## src/rtl/tach_pkg.sv

```systemverilog
package tach_pkg;

    // Bit positions inside the compare configuration field
    localparam int unsigned CMP_HIGH_BIT  = 3;
    localparam int unsigned CMP_EQUAL_BIT = 2;
    localparam int unsigned CMP_LOW_BIT   = 1;

    // Which compare mode matched, already resolved by precedence
    typedef enum logic [1:0] {
        CMP_NONE  = 2'd0,
        CMP_HIGH  = 2'd1,
        CMP_EQUAL = 2'd2,
        CMP_LOW   = 2'd3
    } cmp_kind_e;

endpackage

```

## src/rtl/tach_prescaler.sv

```systemverilog
module tach_prescaler #(
    parameter int unsigned PW = 8
) (
    input  logic          clk,
    input  logic          rst_n,
    input  logic          run_i,
    input  logic [PW-1:0] prescale_i,
    output logic          tick_o
);

    typedef struct packed {
        logic [PW-1:0] pcnt;
    } presc_state_t;

    presc_state_t st_d, st_q;
    logic         tick_w;

    always_comb begin
        tick_w = run_i && (st_q.pcnt >= prescale_i);
        st_d   = st_q;
        if (!run_i) begin
            st_d.pcnt = '0;
        end else if (tick_w) begin
            st_d.pcnt = '0;
        end else begin
            st_d.pcnt = st_q.pcnt + 1'b1;
        end
    end

    always_ff @(posedge clk or negedge rst_n) begin
        if (!rst_n) begin
            st_q <= '0;
        end else begin
            st_q <= st_d;
        end
    end

    assign tick_o = tick_w;

endmodule

```

## src/rtl/tach_edge_detect.sv

```systemverilog
module tach_edge_detect #(
    parameter int unsigned SYNC_STAGES = 2
) (
    input  logic clk,
    input  logic rst_n,
    input  logic pin_a_i,
    input  logic pin_b_i,
    input  logic sel_i,
    input  logic rise_i,
    output logic edge_o
);

    typedef struct packed {
        logic [SYNC_STAGES-1:0] sync;
        logic                   prev;
    } edge_state_t;

    edge_state_t st_d, st_q;
    logic        pin_w;
    logic        lvl_w;

    assign pin_w = sel_i ? pin_b_i : pin_a_i;
    assign lvl_w = st_q.sync[SYNC_STAGES-1];

    always_comb begin
        st_d      = st_q;
        st_d.sync = {st_q.sync[SYNC_STAGES-2:0], pin_w};
        st_d.prev = lvl_w;
    end

    always_ff @(posedge clk or negedge rst_n) begin
        if (!rst_n) begin
            st_q <= '0;
        end else begin
            st_q <= st_d;
        end
    end

    assign edge_o = rise_i ? (lvl_w & ~st_q.prev) : (~lvl_w & st_q.prev);

endmodule

```

## src/rtl/tach_cmp_eval.sv

```systemverilog
module tach_cmp_eval
    import tach_pkg::*;
#(
    parameter int unsigned W = 16
) (
    input  logic [W-1:0] cnt_i,
    input  logic [W-1:0] thresh_i,
    input  logic [3:0]   cfg_i,
    output cmp_kind_e    kind_o
);

    localparam logic [W-1:0] CNT_MAX = {W{1'b1}};

    logic      high_w, equal_w, low_w;
    logic      unused_sel;

    assign unused_sel = cfg_i[0];

    assign high_w  = cfg_i[CMP_HIGH_BIT]  && (cnt_i == CNT_MAX);
    assign equal_w = cfg_i[CMP_EQUAL_BIT] && (cnt_i == thresh_i);
    assign low_w   = cfg_i[CMP_LOW_BIT]   && (thresh_i != '0)
                     && (cnt_i == (thresh_i - 1'b1));

    always_comb begin
        if (high_w) begin
            kind_o = CMP_HIGH;
        end else if (equal_w) begin
            kind_o = CMP_EQUAL;
        end else if (low_w) begin
            kind_o = CMP_LOW;
        end else begin
            kind_o = CMP_NONE;
        end
    end

endmodule

```

## src/rtl/tach_meas_core.sv

```systemverilog
module tach_meas_core
    import tach_pkg::*;
#(
    parameter int unsigned W = 16
) (
    input  logic         clk,
    input  logic         rst_n,
    input  logic         run_i,
    input  logic         tick_i,
    input  logic         edge_i,
    input  cmp_kind_e    kind_i,
    output logic [W-1:0] cnt_o,
    output logic [W-1:0] cap_o,
    output logic         cap_evt_o,
    output logic         unf_evt_o,
    output logic         hit_evt_o
);

    localparam logic [W-1:0] CNT_MAX = {W{1'b1}};

    typedef struct packed {
        logic [W-1:0] cnt;
        logic [W-1:0] cap;
        logic         done;
        logic         cap_evt;
        logic         unf_evt;
        logic         hit_evt;
    } core_state_t;

    core_state_t st_d, st_q;
    logic        hit_w;

    assign hit_w = (kind_i != CMP_NONE);

    always_comb begin
        st_d         = st_q;
        st_d.cap_evt = 1'b0;
        st_d.unf_evt = 1'b0;
        st_d.hit_evt = 1'b0;
        if (!run_i) begin
            st_d.cnt  = CNT_MAX;
            st_d.done = 1'b0;
        end else if (st_q.done) begin
            if (tick_i) begin
                st_d.cnt  = CNT_MAX;
                st_d.done = 1'b0;
            end
        end else if (tick_i && hit_w) begin
            st_d.hit_evt = 1'b1;
            st_d.done    = 1'b1;
        end else if (edge_i) begin
            st_d.cap     = st_q.cnt;
            st_d.cap_evt = 1'b1;
            st_d.done    = 1'b1;
        end else if (tick_i) begin
            if (st_q.cnt == '0) begin
                st_d.unf_evt = 1'b1;
                st_d.done    = 1'b1;
            end else begin
                st_d.cnt = st_q.cnt - 1'b1;
            end
        end
    end

    always_ff @(posedge clk or negedge rst_n) begin
        if (!rst_n) begin
            st_q     <= '0;
            st_q.cnt <= CNT_MAX;
        end else begin
            st_q <= st_d;
        end
    end

    assign cnt_o     = st_q.cnt;
    assign cap_o     = st_q.cap;
    assign cap_evt_o = st_q.cap_evt;
    assign unf_evt_o = st_q.unf_evt;
    assign hit_evt_o = st_q.hit_evt;

endmodule

```

## src/rtl/tach_capture_chan.sv

```systemverilog
module tach_capture_chan
    import tach_pkg::*;
#(
    parameter int unsigned W  = 16,
    parameter int unsigned PW = 8
) (
    input  logic          clk,
    input  logic          rst_n,
    input  logic          tach_a_i,
    input  logic          tach_b_i,
    input  logic          tach_sel_i,
    input  logic          edge_pol_i,
    input  logic [PW-1:0] prescale_i,
    input  logic          mode_en_i,
    input  logic          chan_en_i,
    input  logic          clk_sel_i,
    input  logic [3:0]    cmp_cfg_i,
    input  logic [W-1:0]  cmp_thresh_i,
    output logic [W-1:0]  count_o,
    output logic [W-1:0]  capture_o,
    output logic          capture_evt_o,
    output logic          underflow_evt_o,
    output logic          cmp_hit_evt_o
);

    logic      run_w;
    logic      tick_w;
    logic      edge_w;
    cmp_kind_e kind_w;

    assign run_w = mode_en_i & chan_en_i & clk_sel_i;

    tach_prescaler #(.PW(PW)) u_presc (
        .clk        (clk),
        .rst_n      (rst_n),
        .run_i      (run_w),
        .prescale_i (prescale_i),
        .tick_o     (tick_w)
    );

    tach_edge_detect #(.SYNC_STAGES(2)) u_edge (
        .clk     (clk),
        .rst_n   (rst_n),
        .pin_a_i (tach_a_i),
        .pin_b_i (tach_b_i),
        .sel_i   (tach_sel_i),
        .rise_i  (edge_pol_i),
        .edge_o  (edge_w)
    );

    tach_cmp_eval #(.W(W)) u_cmp (
        .cnt_i    (count_o),
        .thresh_i (cmp_thresh_i),
        .cfg_i    (cmp_cfg_i),
        .kind_o   (kind_w)
    );

    tach_meas_core #(.W(W)) u_core (
        .clk       (clk),
        .rst_n     (rst_n),
        .run_i     (run_w),
        .tick_i    (tick_w),
        .edge_i    (edge_w),
        .kind_i    (kind_w),
        .cnt_o     (count_o),
        .cap_o     (capture_o),
        .cap_evt_o (capture_evt_o),
        .unf_evt_o (underflow_evt_o),
        .hit_evt_o (cmp_hit_evt_o)
    );

endmodule

```

## config.mk

```make
export PLATFORM = sky130hd
export DESIGN_NAME = tach_capture_chan
export DESIGN_NICKNAME = d
export VERILOG_FILES = /design/src/rtl/tach_pkg.sv /design/src/rtl/tach_prescaler.sv /design/src/rtl/tach_edge_detect.sv /design/src/rtl/tach_cmp_eval.sv /design/src/rtl/tach_meas_core.sv /design/src/rtl/tach_capture_chan.sv
export SDC_FILE = /design/constraint.sdc
export NUM_CORES = 1
export LEC_CHECK = 0
export ABC_AREA = 1
export BUFFER_PORTS_ARGS = -buffer_cell sky130_fd_sc_hd__buf_4
export CELL_PAD_IN_SITES_DETAIL_PLACEMENT = 1
export CELL_PAD_IN_SITES_GLOBAL_PLACEMENT = 2
export CORE_MARGIN = 2
export CORE_UTILIZATION = 31
export CTS_BUF_LIST = sky130_fd_sc_hd__clkbuf_16
export DETAILED_ROUTE_END_ITERATION = 10
export GPL_TIMING_DRIVEN = 0
export PLACE_DENSITY_LB_ADDON = 0.1
export SETUP_SLACK_MARGIN = 0.1
export SYNTH_ARGS = -nofsm -noshare
export SYNTH_HDL_FRONTEND = slang
export SYNTH_SLANG_ARGS = --single-unit
```

## constraint.sdc

```tcl
create_clock -name clk -period 2.3 [get_ports clk]
set_clock_uncertainty 0.1 [all_clocks]
set_input_delay 0.115 -clock clk [delete_from_list [all_inputs] [get_ports clk]]
set_output_delay 0.115 -clock clk [all_outputs]
set_load 0.02 [all_outputs]
```

After elaboration in Yosys (flattened, before gate mapping)
Cells that the tools add are included.
{"block": "totals", "elab_cells": 67, "in_bits": 37, "register_bits": 47, "out_inout_bits": 35}
{"block": "classes", "reduce_logical": 11, "add_sub_neg": 3, "bitwise": 8, "magnitude_cmp": 1, "eq_ne": 7, "muxes": 28}
{"cell": "16-bit two-way mux", "count": 7}
{"cell": "16-bit equality test", "count": 2}
{"cell": "32-bit two-way mux", "count": 1}
{"cell": "16-bit by 1-bit subtractor with 16-bit output, second input constant", "count": 2}
{"cell": "16-bit equality test, second input constant", "count": 1}
{"cell": "16-bit logical NOT", "count": 1}
{"cell": "8-bit two-way mux", "count": 2}
{"cell": "16-bit nonzero test", "count": 1}
{"cell": "1-bit two-way mux", "count": 12}
{"cell": "3-bit != test, second input constant", "count": 3}
{"cell": "8-bit by 1-bit adder with 8-bit output, second input constant", "count": 1}
{"cell": "8-bit greater-or-equal comparator", "count": 1}
{"cell": "2-bit two-way mux", "count": 4}
{"cell": "4-bit AND reduction", "count": 2}
{"cell": "1-bit logical AND", "count": 6}
{"cell": "3-bit two-way mux", "count": 2}
{"cell": "1-bit AND", "count": 4}
{"cell": "1-bit NOT", "count": 4}
{"cell": "2-bit != test, second input constant", "count": 1}
{"cell": "2-bit nonzero test", "count": 1}

Logic depth before layout (Yosys ltp)
{"block": "depth", "ltp_word": 11, "mapped_depth": 19, "depth_no_buf": 17}

Cells and area by module
From an unflattened synthesis, not the netlist that was laid out.
{"block": "hier_totals", "hier_cells": 558, "area_unflattened_um2": 3759.9}
{"mod": "tach_meas_core", "seq_area_each_um2": 920.9, "n_inst": 1, "cells_each": 299, "area_per_inst_um2": 2195.9}
{"mod": "tach_cmp_eval", "seq_area_each_um2": 0.0, "n_inst": 1, "cells_each": 171, "area_per_inst_um2": 849.6}
{"mod": "tach_prescaler", "seq_area_each_um2": 200.2, "n_inst": 1, "cells_each": 73, "area_per_inst_um2": 588.1}
{"mod": "tach_edge_detect", "seq_area_each_um2": 75.1, "n_inst": 1, "cells_each": 12, "area_per_inst_um2": 112.6}
{"mod": "tach_capture_chan", "seq_area_each_um2": 0.0, "n_inst": 1, "cells_each": 3, "area_per_inst_um2": 13.8}

Least setup slack after synthesis
No wires, ideal clock.
{"block": "synth_path", "kind": "register to register", "startpoint": "reg u_core.st_q, in the netlist u_core.cnt_o[3]", "endpoint": "reg u_core.st_q, in the netlist u_core.cnt_o[10]", "stages_incl_launch_ff": 20, "path_buffers": 2, "arrival_ns": 1.918, "slack_ns": 0.207, "path_cell_list": "dfstp_2 -> buf_2 -> inv_1 -> nand2_1 -> nand2_1 -> inv_1 -> nand2_1 -> nand2_1 -> nand2_1 -> nor2_1 -> nand2_1 -> nor2_1 -> nand3_1 -> nand2_2 -> nand3_2 -> nand2_4 -> inv_2 -> buf_6 -> nand2_1 -> nand2_1"}
{"block": "synth_between", "elab_chain_cells": 9}
{"item": "start, declared", "line": "tach_meas_core.sv:30", "rtl": "core_state_t st_d, st_q;"}
{"item": "start signal, assigned", "line": "tach_meas_core.sv:70", "rtl": "st_q <= st_d;"}
{"item": "parallel branches: the longest is 9 deep, another holds 16-bit by 1-bit subtractor with 16-bit output"}
Several ways; the timed one is not identified. The select of a mux whose other input is x is not followed.
A chain may end at the register's enable or synchronous reset.

Final worst setup path
{"block": "layout_path", "startpoint": "reg u_core.st_q, in the netlist u_core.cnt_o[8]", "endpoint": "reg u_core.st_q, in the netlist u_core.cap_o[9]"}
{"block": "layout_between", "elab_chain_cells": 9}
{"item": "16-bit equality test", "line": "tach_cmp_eval.sv:22", "rtl": "&& (cnt_i == (thresh_i - 1'b1));"}
{"item": "1-bit logical AND", "line": "tach_cmp_eval.sv:22"}
{"item": "2-bit two-way mux", "line": "tach_cmp_eval.sv:29", "rtl": "end else if (low_w) begin"}
{"item": "2-bit two-way mux", "line": "tach_cmp_eval.sv:27", "rtl": "end else if (equal_w) begin"}
{"item": "2-bit two-way mux (*)", "line": "tach_cmp_eval.sv:25", "rtl": "if (high_w) begin"}
{"item": "2-bit nonzero test (*)", "line": "tach_meas_core.sv:33", "rtl": "assign hit_w = (kind_i != CMP_NONE);"}
{"item": "1-bit logical AND (*)", "line": "tach_meas_core.sv:48", "rtl": "end else if (tick_i && hit_w) begin"}
{"item": "1-bit NOT (no source line) (*)"}
{"item": "4-bit AND reduction (no source line) (*)"}
Mark *: on every way between the ends. The rest lies on a longest branch, timed or not.

==> results.sh <==
export IMPL_area_sequential_um2=1200
export IMPL_cap_viol_max_count=0
export IMPL_avgViaCountPerCell=4.55
export IMPL_clock_tree_htree_level_count=2
export IMPL_final_routed_wirelength_um=12700
export IMPL_largest_net_degree_at_the_start_of_global_routing=48
export IMPL_post_synth_mux_area_share_pct=0.292
export IMPL_first_pass_detailed_route_iteration_total=7
export IMPL_vias=3838
export IMPL_crit_chain="xor2_2 > inv_1 > xor2_1 > nand2_1 > nor2_1 > nand3_2 > nand2_4 > nand2_8 > nand2_8 > buf_8 > nand2_2 > o21ai_1"
export IMPL_fin_nets=726
export IMPL_diodes=0
export IMPL_final_util_pct=45.6
export IMPL_timing_worst_slew_pin_value_ps=634
export IMPL_share_of_final_layout_standard_cells_stronger_than_drive_strength_1_pct=37.3
export IMPL_postRouteAntennaNets=0
export IMPL_numClockSinks=47
export IMPL_fin_hold_ws_ps=43.8
export IMPL_top_ports=72
export IMPL_postLayoutCellArea_um2=5500
export IMPL_place_congestion=0.848
export IMPL_crit_path_start_kind="register"
export IMPL_cp_end_kind="register"
export IMPL_synthesis_area_um2=3860
export IMPL_post_route_drc_count=0
export IMPL_worst_skew_pair_late_latency_ps=300
export IMPL_worst_ep_required_time_ps=2420
export IMPL_synth_nets=618
export IMPL_grt_pass1_wl_um=19900
export IMPL_grt_overflow=0
export IMPL_starting_density_of_the_core_pct=32.0
export IMPL_average_routed_wire_per_standard_cell_um=15.1
export IMPL_setup_viol=0
export IMPL_fin_crit_ps=2280
export IMPL_min_path_cells=3
export IMPL_critical_path_max_stage_delay_ps=560
export IMPL_dr_first_iter_drc_count=161
export IMPL_power_leakage_nw=2.84
export IMPL_ctsRootBufferMaster="clkbuf_16"
export IMPL_tritoncts_clock_tree="yes"
export IMPL_run_status="completed"
export IMPL_cpMostUsedCell="nand2_8"
export IMPL_fp_dieW_um=116
export IMPL_nFillCells=1528
export IMPL_slew_hr_pct=57.8
export IMPL_critical_path_depth=12
export IMPL_fmax_mhz=438
export IMPL_fin_setup_tns_ps=0
export IMPL_grtUsageMet2_pct=33.7
export IMPL_netlist_cell_type_count=39
export IMPL_core_area_um2=12100
export IMPL_areaGrowthSynthToFinish_pct=42.7
export IMPL_multi_input_comb_area_um2=2370
export IMPL_maxSlewViolCount=0
export IMPL_rows=40
export IMPL_grt_setup_unrepaired="yes"
export IMPL_worst_path_buf_inv=2
export IMPL_timing_hold_violations_final=0
export IMPL_post_synth_xor_area_fraction_pct=8.60
export IMPL_grt_met1_usage_pct=25.3
export IMPL_synth_simple_gate_area_share_pct=35.0
export IMPL_grtUsageMet3_pct=3.56
export IMPL_period_share_pct=99.3
export IMPL_power_total_mw=3.12
export IMPL_floorplan_die_area_um2=13400
export IMPL_critical_path_top_delay_family="simple AND/OR/NAND/NOR gates"
export IMPL_place_area_um2=4590
export IMPL_dp_hpwl_um=9510
export IMPL_place_port_buffers=70
export IMPL_clk_slew_on_worst_s_h_paths_ps=70
export IMPL_min_delay_path_class="in -> reg"
export IMPL_synth_ff_latch_count=47
export IMPL_crit_fanout=8
export IMPL_seq_area_frac_synth_pct=31.0
export IMPL_timing_critical_path_arrival_ps=2410
export IMPL_pwrdens_nw_per_um2=567
export IMPL_postSynthAreaPerCell_um2=6.80
export IMPL_cp_slowest_cell="dfstp_2"
export IMPL_cts_buffers=5
export IMPL_die_height_um=116
export IMPL_post_synth_inst_count=567
export IMPL_crit_type="reg -> reg"
export IMPL_synthesis_yosys_warnings=0
export IMPL_synth_compound_area_share_pct=4.67
export IMPL_synth_adder_area_share_pct=4.54
export IMPL_antenna_found_initial=0
export IMPL_ir_worst_vdd_v=0.000338
export IMPL_dominant_combinational_cell_family_by_area_after_synthesis="simple AND/OR/NAND/NOR gates"
export IMPL_r2r_worst_path_cells=12
export IMPL_clock_path_buffers=2
export IMPL_first_global_vias=3954
export IMPL_grt_most_used_layer="met2"
export IMPL_globalRouteTotalUtil_pct=19.4
==> worst register-to-register path, cell delays in order, from the launching register on <==
cell and delay [ps]:
dfstp_2 560, xor2_2 200, inv_1 100, xor2_1 240
nand2_1 80, nor2_1 130, nand3_2 130, nand2_4 140
nand2_8 110, nand2_8 140, buf_8 150, nand2_2 50
o21ai_1 70
==> power by group <==
part	internal (mW)	switching, mW	total (mW)	leakage (nW)
sequential	0.961	0.0964	1.06	0.565
clock	0.514	0.349	0.863	0.0818
combinational	0.585	0.617	1.20	2.20
==> path summary, 6_finish.rpt <==
check	from	to	slack (ps)
max	u_core.cnt_o[8]	u_core.cap_o[9]	20
min	clk_sel_i	u_presc.st_q[1]	40
max reg2reg	u_core.cnt_o[8]	u_core.cap_o[9]	20
min reg2reg	u_edge.st_d[2]	u_edge.lvl_w	260
max in group asynchronous	rst_n	u_core.cap_o[7]	1400
min in group asynchronous	rst_n	u_core.cap_o[6]	270
==> synthesized netlist by cell type (all sizes together) <==
| master | number | area share [%] |
|---|---|---|
| a21oi | 8 | 1.0 |
| a31oi | 1 | 0.16 |
| and2 | 2 | 0.32 |
| buf | 44 | 8.3 |
| clkbuf | 5 | 0.58 |
| clkinv | 1 | 0.097 |
| dfrtp | 31 | 20 |
| dfstp | 16 | 11 |
| ha | 14 | 4.5 |
| inv | 71 | 6.9 |
| mux2 | 1 | 0.29 |
| nand2 | 183 | 18 |
| nand3 | 29 | 3.9 |
| nand3b | 1 | 0.19 |
| nand4 | 17 | 2.8 |
| nor2 | 63 | 6.6 |
| nor3 | 9 | 1.4 |
| nor4 | 4 | 0.65 |
| o2111ai | 1 | 0.23 |
| o21a | 1 | 0.19 |
| o21ai | 22 | 2.9 |
| o31ai | 1 | 0.19 |
| or2 | 4 | 0.65 |
| or3 | 1 | 0.16 |
| xnor2 | 9 | 2.2 |
| xor2 | 28 | 6.4 |
==> flip-flops by register name (all words and copies together) (netlist names) <==
register,flops
u_core.st_q,1
u_core.cnt_o,16
u_edge.lvl_w,1
u_presc.st_q,8
u_core.unf_evt_o,1
u_edge.st_q,1
u_core.hit_evt_o,1
u_core.cap_o,16
u_edge.st_d,1
u_core.cap_evt_o,1
==> per-stage QoR <==
step | worst slack [ps] | cells
2_1_floorplan | 207 | 567
3_3_place_gp | -382 | 805
3_5_place_dp | -411 | 805
4_1_cts | 0.376 | 836
5_1_grt | -120 | 844
6_report | 17.1 | 844
==> layer usage <==
metal	vias to the layer above	share of wire (%)
li1	1939	-
met1	1825	46
met2	67	49
met3	7	4.0
met4	0	0.74
met5	-	0
==> cell type report <==
type,instances,area share (%)
plain buffers,48,7.62
clock buffers,5,2.27
clock inverters,3,0.773
inverters,72,5.16
multi-input cells,399,43.0
flip-flops and latches,47,21.7
well taps,168,3.82
repair buffers,102,15.6
==> layout by cell type (no fill, tap or decap), types with 5 or more instances in the layout <==
master     netlist  routed
dfstp_2         16      16
a21oi_1          8       6
nor2_2           4       7
clkbuf_16        0       8
ha_1            14      14
dfrtp_1         31      31
o21ai_1         10      10
buf_6            1       9
xor2_1          28      21
inv_1           70      63
buf_8            0       5
xnor2_2          1       5
xor2_2           0       5
nor2_1          58      55
inv_2            1       5
nor3_1           7       7
nand4_1         17      17
nand2_1        178     149
buf_4           37     126
nand2_2          3      29
o21ai_2          0       9
nand3_1         28      26
==> repair_timing <==
item                                    4_1_cts  5_1_grt
cloned                                        2        3
setup buffers                                19        5
hold endpoints to repair                     32        0
endpoints found under the setup margin       37       37
hold buffers                                  3        0
resized for setup                            62       59
pin swaps                                    13       25
==> cells by family (layout without fill, tap and decap cells) <==
family          count (synthesis)  after routing
xor+xnor                       37             37
compound gates                 34             34
fa+ha+maj                      14             14
mux                             1              1
flops                          47             47
simple gates                  313            313
buf+inv                       121            230
Power figures use the tool's default switching activity.
